### src/rtl/framed_fifo_port.sv
module framed_fifo_port #(
  parameter int TX_DEPTH = 8,
  parameter int RX_DEPTH = 12,
  parameter int DW       = 8
) (
  input  logic          clk,
  input  logic          rst_n,
  input  logic          tx_en,
  input  logic          rx_en,
  input  logic          wr_en,
  input  logic [DW-1:0] wr_data,
  output logic          wr_err,
  output logic          tx_valid,
  input  logic          tx_ready,
  output logic [DW-1:0] tx_data,
  output logic          tx_full,
  output logic          tx_empty,
  input  logic          rx_push,
  input  logic [DW-1:0] rx_byte,
  input  logic          rx_eof,
  input  logic          rx_crc_err,
  input  logic          rd_en,
  output logic [DW-1:0] rd_data,
  output logic          rx_full,
  output logic          rx_empty,
  output logic          st_eof,
  output logic          st_crc,
  output logic          st_ovr
);
  localparam int TAW = (TX_DEPTH > 1) ? $clog2(TX_DEPTH) : 1;
  localparam int RAW = (RX_DEPTH > 1) ? $clog2(RX_DEPTH) : 1;
  localparam int EW  = DW + 3;
  localparam int B_OVR = DW + 2;

  logic [DW-1:0]  tmem [TX_DEPTH];
  logic [TAW-1:0] twp, trp;
  logic [TAW:0]   tcnt;

  assign tx_full  = (tcnt == (TAW+1)'(TX_DEPTH));
  assign tx_empty = (tcnt == '0);
  assign tx_valid = tx_en && !tx_empty;
  assign tx_data  = tmem[trp];

  wire tpush = tx_en && wr_en && !tx_full;
  wire tpop  = tx_valid && tx_ready;

  always_ff @(posedge clk) begin
    if (!rst_n) begin
      twp <= '0; trp <= '0; tcnt <= '0; wr_err <= 1'b0;
    end else begin
      wr_err <= tx_en && wr_en && tx_full;
      if (!tx_en) begin
        twp <= '0; trp <= '0; tcnt <= '0;
      end else begin
        if (tpush) twp <= (twp == TAW'(TX_DEPTH-1)) ? '0 : twp + 1'b1;
        if (tpop)  trp <= (trp == TAW'(TX_DEPTH-1)) ? '0 : trp + 1'b1;
        tcnt <= tcnt + (TAW+1)'(tpush) - (TAW+1)'(tpop);
      end
    end
  end

  always_ff @(posedge clk)
    if (tpush) tmem[twp] <= wr_data;

  logic [EW-1:0]  rmem [RX_DEPTH];
  logic [RAW-1:0] rwp, rrp, rlast;
  logic [RAW:0]   rcnt;
  logic [EW-1:0]  head;

  assign rx_full  = (rcnt == (RAW+1)'(RX_DEPTH));
  assign rx_empty = (rcnt == '0);
  assign head     = rmem[rrp];
  assign rlast    = (rwp == '0) ? RAW'(RX_DEPTH-1) : rwp - 1'b1;

  wire rpush = rx_en && rx_push && !rx_full;
  wire rovr  = rx_en && rx_push && rx_full;
  wire rpop  = rx_en && rd_en && !rx_empty;

  assign rd_data = rx_empty ? '0 : head[DW-1:0];
  assign st_eof  = !rx_empty && head[DW];
  assign st_crc  = !rx_empty && head[DW+1];
  assign st_ovr  = !rx_empty && head[B_OVR];

  always_ff @(posedge clk) begin
    if (!rst_n) begin
      rwp <= '0; rrp <= '0; rcnt <= '0;
    end else if (!rx_en) begin
      rwp <= '0; rrp <= '0; rcnt <= '0;
    end else begin
      if (rpush) rwp <= (rwp == RAW'(RX_DEPTH-1)) ? '0 : rwp + 1'b1;
      if (rpop)  rrp <= (rrp == RAW'(RX_DEPTH-1)) ? '0 : rrp + 1'b1;
      rcnt <= rcnt + (RAW+1)'(rpush) - (RAW+1)'(rpop);
    end
  end

  always_ff @(posedge clk) begin
    if (rpush) rmem[rwp] <= {1'b0, rx_crc_err, rx_eof, rx_byte};
    if (rovr)  rmem[rlast][B_OVR] <= 1'b1;
  end

  p_tx_flush_r3: assert property (@(posedge clk) disable iff (!rst_n)
    !tx_en |=> tx_empty);

  p_rx_flush_r8: assert property (@(posedge clk) disable iff (!rst_n)
    !rx_en |=> rx_empty);

  p_tx_hold_r1: assert property (@(posedge clk) disable iff (!rst_n)
    tx_valid && !tx_ready |=> !tx_en || (tx_valid && $stable(tx_data)));

  p_rx_full_keeps_r6: assert property (@(posedge clk) disable iff (!rst_n)
    rx_en && rx_full && !rd_en |=> rx_full);

  p_empty_read_r7: assert property (@(posedge clk) disable iff (!rst_n)
    rx_empty && rd_en && !rx_push |=> rx_empty);

  p_tx_full_keeps_r2: assert property (@(posedge clk) disable iff (!rst_n)
    tx_en && tx_full && !tx_ready |=> tx_full || !tx_en);
endmodule

### config.mk
export PLATFORM = sky130hd
export DESIGN_NAME = framed_fifo_port
export DESIGN_NICKNAME = d
export VERILOG_FILES = /design/src/rtl/framed_fifo_port.sv
export SDC_FILE = /design/constraint.sdc
export NUM_CORES = 1
export LEC_CHECK = 0
export BUFFER_PORTS_ARGS = -buffer_cell sky130_fd_sc_hd__buf_4
export CORE_ASPECT_RATIO = 0.8
export CORE_MARGIN = 2
export CORE_UTILIZATION = 55
export DETAILED_ROUTE_END_ITERATION = 10
export PLACE_DENSITY = 0.73
export SLEW_MARGIN = 10
export SYNTH_ARGS = -nofsm -noshare
export SYNTH_HDL_FRONTEND = slang
export SYNTH_SLANG_ARGS = --single-unit
### constraint.sdc
create_clock -name clk -period 3.05 [get_ports clk]
set_input_delay 0.4575 -clock clk [delete_from_list [all_inputs] [get_ports clk]]
set_output_delay 0.4575 -clock clk [all_outputs]
set_load 0.01 [all_outputs]
==> summary.md <==
| Metric | Value |
|---|---|
| GRT Max-Usage Layer | `met2` |
| Initial DRC Count | `409` |
| Via count | `roughly 5100` |
| Pwr per Cell Area | `598 nW/um^2` |
| Synth area leaders | `edfxtp_1, mux4_2, dfxtp_1` |
| Leakage | `between 0.003 and 0.004 uW` |
| # diodes | `0` |
| Core ar. | `~17000 um^2` |
| Count leader, synth | `edfxtp_1` |
| Met3 Resource Use GR | `about 3.2%` |
| Post-Place Worst Slack | `0.00573 ns` |
| WL/cell | `approximately 21 um` |
| Final setup viols | `0` |
| EDFF count, synth | `roughly 200` |
| Post-synth top area cell | `edfxtp_1` |
| Clock sinks | `227` |
| DRC violations left | `0` |
| Fin nets | `between 600 and 700` |
| Antenna viol nets, final | `0` |
| Post-Synth XOR/XNOR Area | `0.462%` |
| Slew @ Worst Pin | `between 0.8 and 0.9 ns` |
| CP max-delay cell | `or4b_4` |
| Post-synthesis async set-or-reset flop share | `0%` |
| Synthesized area | `roughly 9500 um^2` |
| Predominant post-synthesis flop cell | `edfxtp_1` |
| RR Startpoint | `rcnt[3]$_SDFF_PN0_` |
| H-tree depth | `1` |
| Dpl hpwl | `between 10000 and 15000 um` |
| Root buffer cell | `clkbuf_16` |
| Layout fillers | `1138` |
| Synth Instances | `approximately 550` |
| Grt ovf | `0` |
| Drt total wl | `between 15000 and 20000 um` |
| Fin cells | `868` |
| Final design utilization | `65.9%` |
| Vias in the first global route | `5130` |
| Slew headroom | `40.0%` |
| PortBufs | `50` |
| Met1 usage | `30.6%` |
| Pin count of the biggest net entering global routing | `24` |
| Antenna violations before repair | `0` |
| DR pass1 iterations | `5` |
| Reg2reg end | `rcnt[4]$_SDFF_PN0_` |
| IO Pins | `51` |
| Mux cell area share after synthesis | `14.3%` |
| Placed cell area | `just over 10000 um^2` |
| Area of the multi-input gates | `around 2700 um^2` |
| Crit-path cells | `ha_1 -> or4b_4 -> clkinv_8 -> nor2_4 -> inv_1 -> ha_1 -> inv_1 -> ha_1 -> inv_1 -> fa_2 -> nand2b_1 -> a21oi_2 -> o21ai_0 -> nor3b_1` |
| Synth Area in Simple Gates | `~5.8%` |
| Register area | `~6500 um^2` |
| Die Ht | `~120 um` |
| Area delta synth->final | `16.1%` |
| Crit path depth | `14` |
| CTS tree | `built` |
| M2 GR Usage | `between 30% and 40%` |
| Final worst path period share | `94.2%` |
| Compound-gate portion of the synthesized area | `4.91%` |
| Worst Setup EP | `rcnt[4]$_SDFF_PN0_` |
| Register area share after synthesis | `about two thirds` |
| Top post-synthesis cells by count | `edfxtp_1, mux4_2, nor2_1` |
| GRT Total Usage | `around 20%` |
| Clock Tree Buf Depth | `3` |
| Main combinational cell family by area after synthesis | `multiplexers` |
| Worst-skew pair later-pin latency | `just over 0.5 ns` |
| Startpoint class of the critical path | `flop` |
| WP data arrival | `between 3 and 4 ns` |
| Die ar. | `roughly 18000 um^2` |
| Placed insts | `between 800 and 900` |
| Crit-path max cell delay | `0.53 ns` |
| Fin area | `between 10000 and 15000 um^2` |
| Critical Path End Type | `flop` |
| Layout cells sized above 1 | `around 30%` |
| Worst Clk Skew | `~0.011 ns` |
| Synthesized Nets | `602` |
| Unique cell type count in the Yosys netlist | `a little under 60` |
| Number of buffers created by CTS | `22` |
| Share of the synthesized area in the top cell type | `just over 60%` |
| DIE WIDTH | `151 um` |
| Buf/Inv on CP | `4` |
| Flop2flop setup slack | `0.18 ns` |
| Ys Warns | `0` |
| Hold Violations, Final | `0` |
| Min cycle time layout | `2.87 ns` |
| CP top delay family | `simple AND/OR/NAND/NOR gates` |
| Crit path max fanout | `12` |
| Max Cap Viol | `0` |
| Cells on worst reg2reg path | `14` |
| Via density per instance | `approximately 5.9` |
| Initial Util | `between 50% and 60%` |
| #FFs+latches synth | `between 200 and 250` |
| Worst IR drop on VDD | `around 0.35 mV` |
| Syn Area/Cell | `between 15 and 20 um^2` |
| Placer Congestion | `approximately 0.82` |
| Setup crit start | `rcnt[3]$_SDFF_PN0_` |
| Critical path class | `flop to flop` |
| Clock transition at path regs | `0.07 ns` |
| Outcome | `finished clean` |
| Peak Freq | `around 350 MHz` |
| First-pass GRT wire length | `roughly 28000 um` |
| Core Rows | `42` |
| Max-slew violations | `0` |
| Final TNS setup | `0 ns` |
| RSZ-0062 raised after global routing | `no` |
| Critical Path RT | `around 3.4 ns` |
| Adder-cell share of the synthesized area | `approximately 3.2%` |
| Setup ws final | `approximately 0.18 ns` |
| Worst min-delay path category | `input port to flop` |
==> kinds of logic after synthesis <==
| family | after synthesis |
|---|---|
| and+or+nand+nor | 103 |
| buffers and inverters | 53 |
| DFF | 227 |
| adders and majority gates | 23 |
| muxes | 73 |
| xor gates and xnor gates | 5 |
| AOI/OAI and AO/OA | 69 |
==> area by class of cell <==
type                    count  share of cell area [%]
clock buffers              30                    6.22
clock inverters            10                   0.796
inverters                  26                    1.00
multi-input cells         273                    24.7
flip-flops and latches    227                    59.2
well taps                 220                    2.50
repair buffers             82                    5.59
==> worst min path at each step <==
stage	from	to	cells after the start
after detailed placement	rrp[1]$_SDFFE_PN0N_	flop	2
after floorplan	trp[0]$_SDFFE_PN0N_	flop	2
after CTS	wr_data[0]	tmem[7][0]$_DFFE_PP_	1
after global routing	wr_data[7]	tmem[3][7]$_DFFE_PP_	1
after global placement	rrp[1]$_SDFFE_PN0N_	flop	2
final	wr_data[4]	tmem[1][4]$_DFFE_PP_	1
==> power by group <==
part	internal [uW]	total, uW	switching [uW]
logic	172	386	214
clock network	1660	2790	1120
registers	3390	3410	14.9
total	5230	6580	1350
==> registers in the layout, indices dropped and copies added (netlist names), named ones only <==
register  count
wr_err        1
rwp           4
tmem         64
rcnt          5
tcnt          4
rrp           4
twp           3
rmem        132
trp           3
==> stage by stage <==
stage               hold slack, ns  power, uW
finish                       0.182       6580
global route                 0.172       6780
CTS                          0.169       6630
detailed placement           0.491       3860
global placement             0.473       3840
floorplan                    0.463       3690
==> placed cells by master, fill, tap and decap left out, types with 9 or more instances in the layout <==
| cell | synthesis | routed |
|---|---|---|
| a21oi_1 | 32 | 31 |
| buf_4 | 2 | 82 |
| clkbuf_16 | 0 | 25 |
| dfxtp_1 | 31 | 28 |
| edfxtp_1 | 196 | 196 |
| ha_1 | 21 | 21 |
| inv_1 | 25 | 25 |
| mux2_2 | 9 | 9 |
| mux2i_1 | 15 | 15 |
| mux4_2 | 49 | 49 |
| nand2_1 | 12 | 12 |
| nor2_1 | 35 | 35 |
| nor2b_1 | 10 | 10 |
| nor3_1 | 9 | 9 |
| o21ai_0 | 17 | 17 |
==> routing by layer <==
| metal | vias up | share of wire, % |
|---|---|---|
| met1 | 2605 | 44 |
| met3 | 23 | 5.9 |
| met4 | 0 | 1.6 |
| met5 | - | 0 |
| met2 | 146 | 48 |
| li1 | 2321 | - |
==> timing repair <==
item,CTS,global route
resized for setup,1,5
setup endpoints to repair,1,9
hold buffers,0,0
endpoints found under the hold margin,0,0
setup buffers,0,2
Power figures use the tool's default switching activity.
